### src/rtl/i2c_cond_pkg.sv
package i2c_cond_pkg;

    typedef enum logic [2:0] {
        S_IDLE,
        S_SETUP,
        S_HOLD,
        S_BYTE,
        S_HELD,
        S_ARM,
        S_DROP,
        S_PSETUP
    } cg_state_t;

    // written status bits 7:5 = master, transmit, busy
    localparam logic [2:0] OP_START = 3'b111;
    localparam logic [2:0] OP_STOP  = 3'b110;
    localparam logic [2:0] OP_ARM   = 3'b001;

endpackage

### src/rtl/i2c_cond_line_mon.sv
module i2c_cond_line_mon #(
    parameter int SYNC_STAGES = 2
) (
    input  logic clk,
    input  logic rst_n,
    input  logic scl_in,
    input  logic sda_in,
    output logic seen_start,
    output logic seen_stop
);

    localparam int TOP = SYNC_STAGES - 1;

    logic [TOP:0] scl_sync;
    logic [TOP:0] sda_sync;
    logic         sda_prev;

    generate
        if (SYNC_STAGES > 1) begin : g_chain
            always_ff @(posedge clk or negedge rst_n) begin
                if (!rst_n) begin
                    scl_sync <= '1;
                    sda_sync <= '1;
                end else begin
                    scl_sync <= {scl_sync[TOP-1:0], scl_in};
                    sda_sync <= {sda_sync[TOP-1:0], sda_in};
                end
            end
        end else begin : g_single
            always_ff @(posedge clk or negedge rst_n) begin
                if (!rst_n) begin
                    scl_sync <= '1;
                    sda_sync <= '1;
                end else begin
                    scl_sync <= scl_in;
                    sda_sync <= sda_in;
                end
            end
        end
    endgenerate

    always_ff @(posedge clk or negedge rst_n) begin
        if (!rst_n) sda_prev <= 1'b1;
        else        sda_prev <= sda_sync[TOP];
    end

    always_comb begin
        seen_start = scl_sync[TOP] &  sda_prev & ~sda_sync[TOP];
        seen_stop  = scl_sync[TOP] & ~sda_prev &  sda_sync[TOP];
    end

endmodule

### src/rtl/i2c_cond_phase_timer.sv
module i2c_cond_phase_timer #(
    parameter int W = 6
) (
    input  logic         clk,
    input  logic         rst_n,
    input  logic         load,
    input  logic [W-1:0] load_val,
    output logic         done
);

    logic [W-1:0] cnt_q;

    always_ff @(posedge clk or negedge rst_n) begin
        if (!rst_n)              cnt_q <= '0;
        else if (load)           cnt_q <= load_val;
        else if (cnt_q != '0)    cnt_q <= cnt_q - W'(1);
    end

    assign done = (cnt_q == '0);

endmodule

### src/rtl/i2c_cond_busy.sv
module i2c_cond_busy #(
    parameter int W = 6
) (
    input  logic         clk,
    input  logic         rst_n,
    input  logic         enable,
    input  logic         idle,
    input  logic         own_set,
    input  logic         own_clr,
    input  logic [W-1:0] delay,
    input  logic         seen_start,
    input  logic         seen_stop,
    output logic         busy
);

    logic         busy_q;
    logic         pend_q;
    logic         dir_q;
    logic [W-1:0] tmr_q;

    always_ff @(posedge clk or negedge rst_n) begin
        if (!rst_n) begin
            busy_q <= 1'b0;
            pend_q <= 1'b0;
            dir_q  <= 1'b0;
            tmr_q  <= '0;
        end else if (!enable) begin
            busy_q <= 1'b0;
            pend_q <= 1'b0;
        end else if (own_set || own_clr) begin
            pend_q <= 1'b1;
            dir_q  <= own_set;
            tmr_q  <= delay;
        end else if (pend_q) begin
            if (tmr_q <= W'(1)) begin
                busy_q <= dir_q;
                pend_q <= 1'b0;
            end else begin
                tmr_q <= tmr_q - W'(1);
            end
        end else if (idle) begin
            if (seen_start)     busy_q <= 1'b1;
            else if (seen_stop) busy_q <= 1'b0;
        end
    end

    assign busy = busy_q;

endmodule

### src/rtl/i2c_cond_gen.sv
module i2c_cond_gen
    import i2c_cond_pkg::*;
#(
    parameter int STD_SETUP   = 20,
    parameter int STD_HOLD    = 20,
    parameter int STD_BB      = 12,
    parameter int FAST_SETUP  = 10,
    parameter int FAST_HOLD   = 10,
    parameter int FAST_BB     = 6,
    parameter int SYNC_STAGES = 2
) (
    input  logic       clk,
    input  logic       rst_n,
    input  logic       enable,
    input  logic       fast_mode,
    input  logic       wr_stat,
    input  logic [2:0] wr_mode,
    input  logic       bit_tick,
    input  logic       scl_in,
    input  logic       sda_in,
    output logic       scl_drive_low,
    output logic       sda_drive_low,
    output logic       bus_busy,
    output logic [2:0] bit_cnt,
    output logic       byte_go
);

    localparam int MAX_A = (STD_SETUP > STD_HOLD) ? STD_SETUP : STD_HOLD;
    localparam int MAX_B = (MAX_A > STD_BB) ? MAX_A : STD_BB;
    localparam int MAX_C = (FAST_SETUP > FAST_HOLD) ? FAST_SETUP : FAST_HOLD;
    localparam int MAX_D = (MAX_C > FAST_BB) ? MAX_C : FAST_BB;
    localparam int MAXN  = (MAX_B > MAX_D) ? MAX_B : MAX_D;
    localparam int CW    = $clog2(MAXN + 1);
    localparam logic [2:0] LAST_BIT = 3'd7;

    cg_state_t    state_q, state_d;
    logic [CW-1:0] setup_n, hold_n, bb_n;
    logic [CW-1:0] tm_val;
    logic          tm_load, tm_done;
    logic          own_set, own_clr;
    logic          seen_start, seen_stop;
    logic          do_start, do_stop, do_arm;
    logic [2:0]    cnt_q;

    // mode-dependent counts
    always_comb begin
        if (fast_mode) begin
            setup_n = CW'(FAST_SETUP);
            hold_n  = CW'(FAST_HOLD);
            bb_n    = CW'(FAST_BB);
        end else begin
            setup_n = CW'(STD_SETUP);
            hold_n  = CW'(STD_HOLD);
            bb_n    = CW'(STD_BB);
        end
    end

    always_comb begin
        do_start = enable && wr_stat && (wr_mode == OP_START);
        do_stop  = enable && wr_stat && (wr_mode == OP_STOP);
        do_arm   = enable && wr_stat && (wr_mode == OP_ARM);
    end

    i2c_cond_line_mon #(.SYNC_STAGES(SYNC_STAGES)) u_mon (
        .clk        (clk),
        .rst_n      (rst_n),
        .scl_in     (scl_in),
        .sda_in     (sda_in),
        .seen_start (seen_start),
        .seen_stop  (seen_stop)
    );

    i2c_cond_phase_timer #(.W(CW)) u_phase (
        .clk      (clk),
        .rst_n    (rst_n),
        .load     (tm_load),
        .load_val (tm_val),
        .done     (tm_done)
    );

    i2c_cond_busy #(.W(CW)) u_busy (
        .clk        (clk),
        .rst_n      (rst_n),
        .enable     (enable),
        .idle       (state_q == S_IDLE),
        .own_set    (own_set),
        .own_clr    (own_clr),
        .delay      (bb_n),
        .seen_start (seen_start),
        .seen_stop  (seen_stop),
        .busy       (bus_busy)
    );

    // next state and phase loads
    always_comb begin
        state_d = state_q;
        tm_load = 1'b0;
        tm_val  = '0;
        own_set = 1'b0;
        own_clr = 1'b0;
        unique case (state_q)
            S_IDLE: begin
                if (do_start && !bus_busy) begin
                    state_d = S_SETUP;
                    tm_load = 1'b1;
                    tm_val  = setup_n - CW'(1);
                end
            end
            S_SETUP: begin
                if (tm_done) begin
                    state_d = S_HOLD;
                    tm_load = 1'b1;
                    tm_val  = hold_n - CW'(1);
                    own_set = 1'b1;
                end
            end
            S_HOLD: begin
                if (tm_done) state_d = S_BYTE;
            end
            S_BYTE: begin
                if (bit_tick && cnt_q == LAST_BIT) state_d = S_HELD;
            end
            S_HELD: begin
                if (do_stop)     state_d = S_DROP;
                else if (do_arm) state_d = S_ARM;
            end
            S_ARM: begin
                if (do_start) begin
                    state_d = S_SETUP;
                    tm_load = 1'b1;
                    tm_val  = setup_n - CW'(1);
                end else if (do_stop) begin
                    state_d = S_DROP;
                end
            end
            S_DROP: begin
                state_d = S_PSETUP;
                tm_load = 1'b1;
                tm_val  = setup_n - CW'(1);
            end
            S_PSETUP: begin
                if (tm_done) begin
                    state_d = S_IDLE;
                    own_clr = 1'b1;
                end
            end
            default: state_d = S_IDLE;
        endcase
        if (!enable) begin
            state_d = S_IDLE;
            tm_load = 1'b0;
            own_set = 1'b0;
            own_clr = 1'b0;
        end
    end

    // state register
    always_ff @(posedge clk or negedge rst_n) begin
        if (!rst_n) state_q <= S_IDLE;
        else        state_q <= state_d;
    end

    // bit counter
    always_ff @(posedge clk or negedge rst_n) begin
        if (!rst_n)
            cnt_q <= '0;
        else if (state_q == S_HOLD && state_d == S_BYTE)
            cnt_q <= '0;
        else if (state_q == S_BYTE && state_d == S_BYTE && bit_tick)
            cnt_q <= cnt_q + 3'd1;
    end

    // line outputs
    always_comb begin
        scl_drive_low = 1'b0;
        sda_drive_low = 1'b0;
        unique case (state_q)
            S_IDLE, S_SETUP: begin
                scl_drive_low = 1'b0;
                sda_drive_low = 1'b0;
            end
            S_HOLD: sda_drive_low = 1'b1;
            S_BYTE, S_HELD, S_ARM: scl_drive_low = 1'b1;
            S_DROP: begin
                scl_drive_low = 1'b1;
                sda_drive_low = 1'b1;
            end
            S_PSETUP: sda_drive_low = 1'b1;
            default: begin
                scl_drive_low = 1'b0;
                sda_drive_low = 1'b0;
            end
        endcase
    end

    assign byte_go = (state_q == S_BYTE);
    assign bit_cnt = cnt_q;

endmodule

### config.mk
export PLATFORM = sky130hd
export DESIGN_NAME = i2c_cond_gen
export DESIGN_NICKNAME = d
export VERILOG_FILES = /design/src/rtl/i2c_cond_pkg.sv /design/src/rtl/i2c_cond_line_mon.sv /design/src/rtl/i2c_cond_phase_timer.sv /design/src/rtl/i2c_cond_busy.sv /design/src/rtl/i2c_cond_gen.sv
export SDC_FILE = /design/constraint.sdc
export NUM_CORES = 1
export LEC_CHECK = 0
export BUFFER_PORTS_ARGS = -buffer_cell sky130_fd_sc_hd__buf_4
export CORE_MARGIN = 4
export CORE_UTILIZATION = 57
export DETAILED_ROUTE_END_ITERATION = 8
export PLACE_DENSITY = 0.89
export SYNTH_ARGS = -nofsm -noshare
export SYNTH_HDL_FRONTEND = slang
export SYNTH_SLANG_ARGS = --single-unit
### constraint.sdc
create_clock -name clk -period 2.6 [get_ports clk]
set_input_delay 0.13 -clock clk [delete_from_list [all_inputs] [get_ports clk]]
set_output_delay 0.13 -clock clk [all_outputs]
set_load 0.01 [all_outputs]
==> run summary <==
WORST SETUP PATH
-----------------------------------------------------------------------------------------------
Crit Path Class                                                                    register to register
Beginning of the worst register-to-register path                                   u_phase.cnt_q[0]
Register-to-register path setup slack                                                   0.41 ns
Worst EP required                                                                       2.81 ns
Data arrival at the endpoint of the critical path                                       2.40 ns
Nature of the critical path startpoint                                                 register
CP Max Fanout                                                                                10
Cell depth of the worst flop-to-flop path                                                     6
Kind of capture point of the worst setup path                                          register
Capture point of the worst reg-to-reg path                                         u_phase.cnt_q[3]

FLOORPLAN
-----------------------------------------------------------------------------------------------
Cell Rows                                                                                    18
Core ar.                                                                              2500 um^2
Die width                                                                               59.2 um
Ports                                                                                        18
Floorplan die height                                                                    59.2 um
Die outline area                                                                      3510 um^2
Initial standard-cell utilization of the core                                             59.8%

CELLS AND AREA
-----------------------------------------------------------------------------------------------
Post-layout net count                                                                       191
Ratio of cells with drive above 1 in the final layout                                     22.0%
Signed area change from the synthesized netlist to the final layout                       14.7%
Diode insertion count for antenna repair                                                      0

PWR
-----------------------------------------------------------------------------------------------
Ratio of total power to cell area                                                   683 nW/um^2
Switching Fraction                                                                        33.2%
Internal cell power                                                                    0.783 mW
Share of total power in sequential cells                                                  45.9%
Total leakage power                                                                    0.773 nW
NetSw                                                                                  0.389 mW
Combinational share of power                                                              31.6%
Maximum vdd drop                                                                     0.000638 V
Clk network pwr share                                                                     22.5%

YOSYS
-----------------------------------------------------------------------------------------------
Ys flop type                                                                            dfrtp_1
Synth Area per Inst                                                                   9.58 um^2
Synth Instances                                                                             156
Cell area after technology mapping                                                    1500 um^2
Synth area leader                                                                       dfrtp_1
Cell variety after synth                                                                     48
Post-synth EDFFs                                                                              0
Number of synthesized register bits                                                          24
Mapped Nets                                                                                 173
Cell types with the highest counts after synthesis                                 dfrtp_1 (19), nand2_1 (11), nor2_1 (9), o21ai_0 (9), inv_1 (8)
Register area share after synthesis                                                       40.6%
Fraction of registers with async set or reset after synthesis                              100%
Area share of the largest cell type after synthesis                                       31.8%
Ys Warns                                                                                      0
Most used standard cell by instance count after synthesis                               dfrtp_1
Cell types with the largest area share after synthesis                             dfrtp_1 (32%), dfstp_2 (8.8%), ha_1 (5.0%), mux2_2 (3.8%), o21ai_0 (3.0%)

GLOBAL ROUTE
-----------------------------------------------------------------------------------------------
Wire length of the first global-routing pass                                            5210 um
Pin count of the biggest net entering global routing                                         25
Peak-usage layer in the global routing report                                              met2
Overall track demand over capacity in global routing                                      19.5%
Met3 GRT Util                                                                             3.49%
GRT overflow                                                                                  0
Vias in the first global route                                                             1197
Grt met1 use                                                                              24.0%
Antenna violations before repair                                                              0
Global routing met2 resource utilization                                                  32.0%

PLACED DESIGN
-----------------------------------------------------------------------------------------------
GP Congestion                                                                             0.857
Port buffer count                                                                            17
Detailed placement HPWL                                                                 2210 um

DRT
-----------------------------------------------------------------------------------------------
Final routed wire length divided by cell count                                          15.2 um
Avg Vias per Cell                                                                          6.27
DR vias                                                                                    1272
Number of DRC markers after the initial detailed-route iteration                             69
Detail Route Antenna Nets                                                                     0
Count of unresolved DRC violations after routing                                              0
Iteration count of the initial detailed-routing pass                                          4
Total wire length                                                                       3080 um

MIN PATH
-----------------------------------------------------------------------------------------------
Hold Path End                                                                      u_phase.cnt_q[1]
Worst Hold Depth                                                                              2
Class of the tightest hold or removal check                                        input port to register
Min-Delay Startpoint                                                                  fast_mode

TIMING
-----------------------------------------------------------------------------------------------
Setup-violating endpoint count in the final report                                            0
Worst-case clock skew                                                                0.00821 ns
Hold Fails Final Rpt                                                                          0
Fin Hold WS                                                                           0.0261 ns
Number of pins with negative max-slew slack in the final report                               0
RSZ-0062 raised after global routing                                                      false
Highest achievable clock rate                                                           456 MHz
Worst max-slew margin expressed relative to the limit                                     61.2%
Aggregate negative setup slack                                                             0 ns
Final critical delay including setup and external delays                                2.19 ns
Fraction of the cycle the final worst path needs                                          84.3%
Worst slew pin tran                                                                    0.582 ns

CLOCK NETWORK
-----------------------------------------------------------------------------------------------
CTS H-Tree Depth                                                                              1
CTS Root Buffer Type                                                                   clkbuf_4
CTS sink count                                                                               24
Longest Clk Path Bufs                                                                         2
Buffers inserted during post-CTS setup optimization                                           0
Clk Latency, worst-skew pair                                                            0.32 ns
Clock buffers created by TritonCTS                                                            3
TritonCTS clock tree                                                                      built
Total of cells resized after clock tree synthesis                                             0
Clock input transition at the sequential cells of the worst setup and hold paths        0.12 ns

STATUS
-----------------------------------------------------------------------------------------------
Status                                                                             finished, final reports clean

JOB
-----------------------------------------------------------------------------------------------
Reported max-cap violation count                                                              0

==> stage by stage <==
step	util, %	total power, mW	setup WS (ns)	instance area [um^2]	instances
2_1_floorplan	-	0.800	0.688	1500	156
3_3_place_gp	65.3	0.867	0.563	1630	196
3_5_place_dp	65.3	0.902	0.466	1630	196
4_1_cts	68.6	1.18	0.431	1720	203
5_1_grt	68.6	1.26	0.303	1720	203
6_report	68.6	1.17	0.408	1720	203
==> layer usage <==
layer  share of wire [%]  wire length, um
met1                  42             1290
met3                 5.8              177
met5                   0                0
met2                  49             1520
met4                 3.1               94
==> power by group through the flow <==
stage	clock network, mW	registers [mW]	logic, mW
2_1_floorplan	0	0.522	0.278
3_3_place_gp	0	0.536	0.331
3_5_place_dp	0	0.543	0.359
4_1_cts	0.270	0.536	0.373
5_1_grt	0.290	0.551	0.417
6_report	0.264	0.538	0.370
==> logic make-up after synthesis <==
group	Yosys count	share of synthesized area (%)
xor+xnor	6	3.52
mux	8	5.77
compound gates	37	17.6
buf+inv	15	3.85
fa+ha+maj	6	5.02
flops	24	40.6
simple gates	60	23.7
==> area by class of cell <==
type	count	area (um^2)
timing repair buffer	20	158
clock inverter	1	30.0
multi-input combinational	117	831
tap	30	37.5
fill	173	785
clock buffer	3	22.5
sequential	24	607
inverter	8	30.0
==> timing repair <==
action,CTS,global route
hold endpoints to repair,26,0
hold buffers,3,0
setup endpoints to repair,0,0
==> worst max-delay path, cell delays in order, from the launching register on <==
cell and delay, ns:
dfrtp_1 0.41, inv_1 0.11, ha_1 0.20, nor4b_4 0.46, nand3_1 0.19, o211ai_2 0.36
mux2_2 0.37
==> sequential cells by signal, summed over array words and instances (netlist names) <==
name            cells
u_busy.busy         1
u_mon.sda_prev      1
u_phase.cnt_q       5
u_mon.scl_sync      2
bit_cnt             3
u_busy.tmr_q        5
state_q             3
u_busy.pend_q       1
u_mon.sda_sync      2
u_busy.dir_q        1
==> cell usage in the layout (no fill, tap or decap), types with 4 or more instances in the layout <==
master | netlist | final
ha_1 | 6 | 6
dfstp_2 | 5 | 5
inv_1 | 8 | 8
dfrtp_1 | 19 | 19
a21oi_1 | 7 | 7
o21ai_0 | 9 | 9
nor2b_1 | 4 | 4
mux2_2 | 5 | 5
nor3_1 | 4 | 4
nor2_1 | 9 | 9
nand2_1 | 11 | 11
buf_4 | 0 | 17
nand2b_1 | 4 | 4
nand3_1 | 6 | 6
==> worst max path at each step <==
stage	slack, ns	cells after the start	startpoint	to
4_1_cts	0.43	6	u_phase.cnt_q[0]	u_phase.cnt_q[3]
3_5_place_dp	0.47	6	u_phase.cnt_q[0]	u_phase.cnt_q[3]
3_3_place_gp	0.56	6	u_phase.cnt_q[0]	u_phase.cnt_q[3]
5_1_grt	0.30	6	u_phase.cnt_q[0]	u_phase.cnt_q[3]
2_1_floorplan	0.69	6	u_phase.cnt_q[0]	u_phase.cnt_q[3]
6_report	0.41	6	u_phase.cnt_q[0]	u_phase.cnt_q[3]
Note: power is estimated with default switching activity, not from simulation.
